===== config.mk =====
export PLATFORM = sky130hd
export DESIGN_NAME = sdram_burst_colgen
export DESIGN_NICKNAME = d
export VERILOG_FILES = /design/src/rtl/burst_pkg.sv /design/src/rtl/burst_mode_decode.sv /design/src/rtl/burst_beat_ctrl.sv /design/src/rtl/burst_addr_calc.sv /design/src/rtl/sdram_burst_colgen.sv
export SDC_FILE = /design/constraint.sdc
export NUM_CORES = 1
export LEC_CHECK = 0
export BUFFER_PORTS_ARGS = -buffer_cell sky130_fd_sc_hd__buf_2
export CORE_ASPECT_RATIO = 1.75
export CORE_MARGIN = 3
export CORE_UTILIZATION = 49
export CTS_CLUSTER_SIZE = 40
export DETAILED_ROUTE_END_ITERATION = 7
export PLACE_DENSITY = 0.71
export SLEW_MARGIN = 30
export SYNTH_ARGS = -nofsm -noshare
export SYNTH_HDL_FRONTEND = slang
export SYNTH_SLANG_ARGS = --single-unit

===== constraint.sdc =====
create_clock -name clk -period 2.1 [get_ports clk]
set_input_delay 0.42 -clock clk [delete_from_list [all_inputs] [get_ports clk]]
set_output_delay 0.42 -clock clk [all_outputs]
set_load 0.01 [all_outputs]

===== src/rtl/burst_pkg.sv =====
package burst_pkg;
  localparam int LOG_W = 4;

  typedef enum logic [2:0] {
    LEN_1    = 3'b000,
    LEN_2    = 3'b001,
    LEN_4    = 3'b010,
    LEN_8    = 3'b011,
    LEN_PAGE = 3'b111
  } len_code_e;

  typedef struct packed {
    logic             legal;    // length code is not reserved
    logic             full;     // full-page burst
    logic             ilv;      // effective interleaved order
    logic             err;      // configuration error flag
    logic [LOG_W-1:0] len_log;  // log2 of the burst length
  } burst_cfg_t;
endpackage


===== src/rtl/burst_mode_decode.sv =====
module burst_mode_decode
  import burst_pkg::*;
#(
  parameter int COL_W = 8
) (
  input  logic       wrap,
  input  logic [2:0] code,
  output burst_cfg_t cfg
);
  always_comb begin
    cfg = '0;
    cfg.legal = 1'b1;
    unique case (code)
      LEN_1:    cfg.len_log = LOG_W'(0);
      LEN_2:    cfg.len_log = LOG_W'(1);
      LEN_4:    cfg.len_log = LOG_W'(2);
      LEN_8:    cfg.len_log = LOG_W'(3);
      LEN_PAGE: begin
        cfg.len_log = LOG_W'(COL_W);
        cfg.full    = 1'b1;
      end
      default: begin
        cfg.legal = 1'b0;
        cfg.err   = 1'b1;
      end
    endcase
    // interleave is only legal for fixed lengths; fall back to sequential
    cfg.ilv = wrap & ~cfg.full;
    if (wrap && cfg.full) cfg.err = 1'b1;
  end
endmodule


===== src/rtl/burst_beat_ctrl.sv =====
module burst_beat_ctrl #(
  parameter int COL_W = 8
) (
  input  logic             clk,
  input  logic             rst_n,
  input  logic             go,
  input  logic             ready,
  input  logic             stop,
  input  logic             full,
  input  logic [COL_W-1:0] mask,
  output logic             busy,
  output logic             last,
  output logic [COL_W-1:0] cnt
);
  logic busy_q;
  logic [COL_W-1:0] cnt_q;
  logic fire;

  assign fire = busy_q & ready;
  assign last = busy_q & ~full & (cnt_q == mask);
  assign busy = busy_q;
  assign cnt  = cnt_q;

  always_ff @(posedge clk or negedge rst_n) begin
    if (!rst_n) begin
      busy_q <= 1'b0;
      cnt_q  <= '0;
    end else if (go) begin
      busy_q <= 1'b1;
      cnt_q  <= '0;
    end else if (busy_q) begin
      if (stop || (fire && last)) begin
        busy_q <= 1'b0;
      end else if (fire) begin
        cnt_q <= cnt_q + COL_W'(1);
      end
    end
  end
endmodule


===== src/rtl/burst_addr_calc.sv =====
module burst_addr_calc #(
  parameter int COL_W = 8
) (
  input  logic [COL_W-1:0] start,
  input  logic [COL_W-1:0] cnt,
  input  logic [COL_W-1:0] mask,
  input  logic             ilv,
  output logic [COL_W-1:0] addr
);
  logic [COL_W-1:0] sum;
  assign sum = start + cnt;

  for (genvar b = 0; b < COL_W; b++) begin : g_bit
    assign addr[b] = mask[b] ? (ilv ? (start[b] ^ cnt[b]) : sum[b]) : start[b];
  end
endmodule


===== src/rtl/sdram_burst_colgen.sv =====
module sdram_burst_colgen
  import burst_pkg::*;
#(
  parameter int COL_W = 8
) (
  input  logic             clk,
  input  logic             rst_n,
  input  logic             start_valid,
  output logic             start_ready,
  input  logic [COL_W-1:0] start_col,
  input  logic             start_rd,
  input  logic             cfg_wrap,
  input  logic [2:0]       cfg_len,
  input  logic             stop,
  output logic             addr_valid,
  input  logic             addr_ready,
  output logic [COL_W-1:0] addr_col,
  output logic             addr_last,
  output logic             dq_oe,
  output logic             cfg_err
);
  burst_cfg_t       dec;
  burst_cfg_t       cfg_q;
  logic [COL_W-1:0] start_q;
  logic             rd_q;
  logic             err_q;
  logic             busy;
  logic             last;
  logic             accept;
  logic [COL_W-1:0] cnt;
  logic [COL_W:0]   one_sh;
  logic [COL_W-1:0] mask;

  burst_mode_decode #(.COL_W(COL_W)) u_dec (
    .wrap (cfg_wrap),
    .code (cfg_len),
    .cfg  (dec)
  );

  assign accept = start_valid & ~busy;

  always_ff @(posedge clk or negedge rst_n) begin
    if (!rst_n) begin
      cfg_q   <= '0;
      start_q <= '0;
      rd_q    <= 1'b0;
      err_q   <= 1'b0;
    end else if (accept) begin
      cfg_q   <= dec;
      start_q <= start_col;
      rd_q    <= start_rd;
      err_q   <= dec.err;
    end
  end

  assign one_sh = (COL_W + 1)'(1) << cfg_q.len_log;
  assign mask   = one_sh[COL_W-1:0] - COL_W'(1);

  burst_beat_ctrl #(.COL_W(COL_W)) u_ctrl (
    .clk   (clk),
    .rst_n (rst_n),
    .go    (accept & dec.legal),
    .ready (addr_ready),
    .stop  (stop),
    .full  (cfg_q.full),
    .mask  (mask),
    .busy  (busy),
    .last  (last),
    .cnt   (cnt)
  );

  burst_addr_calc #(.COL_W(COL_W)) u_addr (
    .start (start_q),
    .cnt   (cnt),
    .mask  (mask),
    .ilv   (cfg_q.ilv),
    .addr  (addr_col)
  );

  assign start_ready = ~busy;
  assign addr_valid  = busy;
  assign addr_last   = last;
  assign dq_oe       = busy & rd_q;
  assign cfg_err     = err_q;
endmodule


## Word-level counts from Yosys, hierarchy flattened

Cells that the tools add are included.

| cells by class | value |
|---|---|
| mux-type cells | 28 |
| shifts and indexed selects | 1 |
| bitwise operators | 18 |
| add/subtract/negate cells | 3 |
| reduce and logical (&&, ||, !) cells | 8 |
| eq/ne operators | 6 |

Operators by type and width:

| cell | number |
|---|---|
| 2-to-1 mux 8 bit | 4 |
| 2-to-1 mux 1 bit | 23 |
| one-hot mux 4 bit (4 select lines) | 1 |
| adder 8 x 1 -> 8 bit (second input constant) | 1 |
| adder 8 bit | 1 |
| equality test 8 bit | 1 |
| left shift 1 x 4 -> 8 bit (first input constant) | 1 |
| subtractor 8 x 1 -> 8 bit (second input constant) | 1 |
| XOR 1 bit | 8 |
| bitwise AND 1 bit | 7 |
| equality test 3 x 2 -> 1 bit (second input constant) | 2 |
| OR reduction 5 bit | 1 |
| nonzero test 2 bit | 2 |
| equality test 3 x 1 -> 1 bit (second input constant) | 1 |
| equality test 3 bit (second input constant) | 1 |
| logical NOT 3 bit | 1 |
| inverter 1 bit | 3 |
| AND reduction 3 bit | 1 |
| logical AND 1 bit | 2 |
| != test 2 x 1 -> 1 bit (second input constant) | 1 |
| logical OR 1 bit | 1 |

| word-level totals | value |
|---|---|
| output and inout bits | 13 |
| register bits | 25 |
| input bits | 18 |
| word-level logic and storage cells | 72 |

## Longest topological paths before layout

| logic depth | value |
|---|---|
| depth after elaboration | 9 |
| gate-level depth with buffers | 9 |
| gate-level depth less buffers | 8 |

## Modules after synthesis

A second synthesis with hierarchy kept.

| unflattened totals | value |
|---|---|
| cell total of the unflattened synthesis | 187 |
| area, all modules | 1830.5 um2 |

By module, submodules not included:

| module | area an instance (um2) | cells an instance | instances | seq. area each (um2) |
|---|---|---|---|---|
| sdram_burst_colgen | 768.2 | 56 | 1 | 400.4 |
| burst_beat_ctrl | 573.0 | 60 | 1 | 225.2 |
| burst_addr_calc | 417.9 | 61 | 1 | 0.0 |
| burst_mode_decode | 71.3 | 10 | 1 | 0.0 |

## Least setup slack after synthesis

No wires, ideal clock.

| timing path | value |
|---|---|
| path type | register -> output |
| start | register u_ctrl.cnt_q[0], in the netlist u_ctrl.cnt[0] |
| end | output addr_col[6] |
| data required time | 1.680 ns |
| arrival | 1.890 ns |
| buffers on the path | 0 |
| cell stages (with the launch flop) | 9 |
| setup slack | -0.210 ns |
| cell sequence | dfrtp_1 -> ha_1 -> inv_1 -> fa_1 -> nor2b_1 -> o21ai_0 -> a21o_1 -> a2111o_1 -> nand3_1 |

| on the way | value |
|---|---|
| word-level cells in the longest chain between the ends | 3 |

Ends and longest elaborated chain:

| what | RTL line | source |
|---|---|---|
| from (decl) | burst_beat_ctrl.sv:16 | `logic [COL_W-1:0] cnt_q;` |
| from (signal assigned) | burst_beat_ctrl.sv:35 | `cnt_q <= cnt_q + COL_W'(1);` |
| adder 8 bit | burst_addr_calc.sv:11 | `assign sum = start + cnt;` |
| 2-to-1 mux 1 bit (2 in series) | burst_addr_calc.sv:14 | `assign addr[b] = mask[b] ? (ilv ? (start[b] ^ cnt[b]) : sum[b]) : start[b];` |
| to (decl) | sdram_burst_colgen.sv:17 | `output logic [COL_W-1:0] addr_col,` |

Every way passes these cells.

## Worst setup path in the final report

Ends and elaborated chain as after synthesis.

==> summary.md <==
| Metric | Value |
|---|---|
| Via count | `1,548` |
| Max VDD drop | `677.8 uV` |
| Worst Tran Pin Value | `0.5200 ns` |
| Starting Density | `0.5306` |
| Hold crit path type | `in -> async` |
| Hold slack | `0.1233 ns` |
| Clock Sinks | `23` |
| Busiest layer in global routing | `met2` |
| Core area | `0.003025 sq mm` |
| Fin Clk Skew | `0.006162 ns` |
| Final period utilization | `1.227` |
| Post-DR vias/cell | `5.451` |
| CP max stage delay | `0.40 ns` |
| Final min period | `2.577 ns` |
| Worst slew margin | `0.6533` |
| Fin. Hold Viols | `0` |
| CP startpoint kind | `flip-flop` |
| Max Buffers Root-to-Sink | `2` |
| CTS root buffer | `clkbuf_8` |
| Non-Filler Cell Area, Final | `0.002346 sq mm` |
| GRT Total Usage | `0.2259` |
| Final setup margin | `-0.4774 ns` |
| Cell Pwr Density | `868.1 mW/mm^2` |
| Placed cell area | `0.002090 sq mm` |
| Setup TNS | `-2.509 ns` |
| Placement row count | `26` |
| R2r setup slk | `-0.08 ns` |
| Critical Path RT | `1.68 ns` |
| Lkg Pwr | `1.062 nW` |
| DRT Pass-1 Iters | `4` |
| Cell Area, Synth | `0.001605 sq mm` |
| GR Util met3 | `0.02178` |
| CTS tree | `built` |
| Gr ovfl total | `0` |
| Worst-path cell chain | `ha_4 > inv_2 > fa_2 > nor2b_2 > o21ai_2 > a21o_1 > a2111o_1 > nand3_2 > buf_6` |
| Kind of critical path | `reg -> out` |
| Hpwl dp | `3.203 mm` |
| First-pass GRT wire length | `6.962 mm` |
| CTS HTree Levels | `1` |
| Clk_lat worst skew | `0.26 ns` |
| Share of layout cells above drive strength 1 | `0.4917` |
| CP max FO | `3` |
| Initial antenna violation count | `0` |
| YS warnings | `0` |
| Flops & latches, synth | `23` |
| Mapped Avg Cell Area | `9.173 sq um` |
| Vias in the first global route | `1,592` |
| Die H | `81.72 um` |
| Area Growth Syn to Fin | `46.14%` |
| DP Worst Slack | `-0.2059 ns` |
| Final GP Congestion | `0.7786` |
| Setup Viol. Count Final | `11` |
| Largest net degree at the start of global routing | `24` |
| Fin nets | `272` |
| Crit path capture type | `output port` |
| Met1 Resource Use GR | `0.2273` |
| RSZ-0062 raised after global routing | `true` |
| Failing checks | `negative setup slack` |
| Crit path max-delay cell type | `dfrtp_1` |
| ANT nets after route | `0` |
| Cells after Synth | `175` |
| Syn nets | `204` |
| Netlist cell types | `41` |
| WL/cell | `14.81 um` |
| Residual DRC count | `0` |
| Die width | `49.27 um` |
| Final Max Slew Viols | `0` |
| M2 GR Usage | `0.4745` |
| # diodes | `0` |
| Buf+Inv Stages, Crit Path | `2` |
| Achievable Freq | `388.0 MHz` |
| Num CTS Buffers | `3` |
| Port Buffers | `30` |
| Crit path DAT | `2.16 ns` |
| Seq/Total Area, Yosys | `0.3585` |
| Reg clk slew, reported paths | `0.09 ns` |
| CP top delay family | `compound AO/OA/AOI/OAI gates` |
| Number of I/O pins | `31` |
| Max-Cap Viols | `0` |
| Final WL | `4.205 mm` |
| Die area | `0.004026 sq mm` |
| Initial DRC count | `20` |
| Outcome | `finished, violations left` |
[flip-flops by register name, summed over array words and instances, names as in the netlist]
signal,count
u_ctrl.busy,1
start_q,8
rd_q,1
cfg_q,4
cfg_err,1
u_ctrl.cnt,8
[metrics by stage]
step | power (mW) | utilization | instances
2_1_floorplan | 1.147 | - | 175
3_3_place_gp | 1.490 | 0.6907 | 272
3_5_place_dp | 1.523 | 0.6907 | 272
4_1_cts | 1.907 | 0.7345 | 280
5_1_grt | 2.166 | 0.7754 | 284
6_report | 2.036 | 0.7754 | 284
[final timing paths]
check	startpoint	endpoint	depth (start not counted)
min in group clk	start_col[6]	start_q[6]	2
max reg2reg	cfg_q[0]	u_ctrl.cnt[3]	10
max in group asynchronous	rst_n	cfg_q[3]	1
max	u_ctrl.cnt[0]	addr_col[6]	9
min reg2reg	cfg_err	cfg_err	2
min	rst_n	start_q[7]	1
[metal layers]
metal,up-vias,wire [um]
met5,-,0
met4,0,43
met1,759,1564
met3,4,121
met2,31,2476
li1,754,-
[logic make-up after synthesis]
kind of cell	after synthesis	share of synthesized area
DFF	23	0.3585
and+or+nand+nor	63	0.2027
adders and majority gates	11	0.09041
xor gates and xnor gates	12	0.06547
AOI/OAI and AO/OA	37	0.1481
buffers and inverters	16	0.04209
muxes	13	0.09275
[placed cells by master (no fill, tap or decap), types with 5 or more instances in the layout]
| cell | count |
|---|---|
| nor2_1 | 13 |
| o21ai_0 | 7 |
| buf_2 | 27 |
| ha_4 | 5 |
| buf_6 | 6 |
| ha_1 | 5 |
| buf_4 | 33 |
| inv_1 | 9 |
| nand2_1 | 19 |
| xnor2_1 | 5 |
| dfrtp_2 | 5 |
| dfrtp_1 | 18 |
| mux2_2 | 10 |
| o21ai_1 | 8 |
| a21oi_2 | 5 |
[synth_stat cells]
library cell | n | area share
and3b_1 | 1 | 0.0055
fa_1 | 1 | 0.012
mux2_2 | 11 | 0.077
a2bb2oi_1 | 1 | 0.0055
nand4_1 | 3 | 0.012
xor2_1 | 4 | 0.022
or3_1 | 4 | 0.016
clkbuf_1 | 3 | 0.0070
nand2b_1 | 2 | 0.0078
nor3_2 | 1 | 0.0062
mux2_4 | 1 | 0.0094
o31ai_4 | 1 | 0.013
mux2i_1 | 1 | 0.0062
o2111ai_1 | 1 | 0.0055
a211oi_1 | 3 | 0.014
buf_6 | 1 | 0.0070
a21boi_0 | 1 | 0.0047
xnor2_1 | 8 | 0.044
ha_1 | 10 | 0.078
nor2b_1 | 1 | 0.0039
a31oi_1 | 1 | 0.0039
a2111o_1 | 1 | 0.0070
nand2_1 | 19 | 0.044
dfrtp_1 | 23 | 0.36
nand3b_1 | 3 | 0.014
o21ai_1 | 3 | 0.0094
and3_1 | 1 | 0.0039
nor2_1 | 14 | 0.033
a31o_1 | 1 | 0.0055
a21o_1 | 3 | 0.014
nor3b_2 | 1 | 0.0078
or4_1 | 1 | 0.0047
nand3_1 | 5 | 0.016
nor3b_1 | 2 | 0.0094
nor3_1 | 2 | 0.0062
and2_1 | 1 | 0.0039
inv_1 | 12 | 0.028
o21ai_0 | 14 | 0.044
nor4_1 | 1 | 0.0039
nor4b_1 | 1 | 0.0055
a21oi_1 | 7 | 0.022
[layout make-up]
cell class	count	area, sq um
multi-input combinational	136	1150
fill	205	679.4
sequential	23	581.8
timing repair buffer	67	470.5
tap	42	52.55
inverter	12	45.04
clock buffer	3	41.29
clock inverter	1	5.005
[timing repair]
action	CTS	global route
resized for setup	17	17
pin swaps	11	11
hold buffers	0	0
endpoints found under the setup margin	11	12
buffers inserted	4	5
[power breakdown]
group | switching (mW) | leakage, nW | internal, mW
clock | 0.144 | 0.0255 | 0.132
sequential | 0.0837 | 0.285 | 0.515
combinational | 0.526 | 0.751 | 0.636
Note: power is estimated with default switching activity, not from simulation.
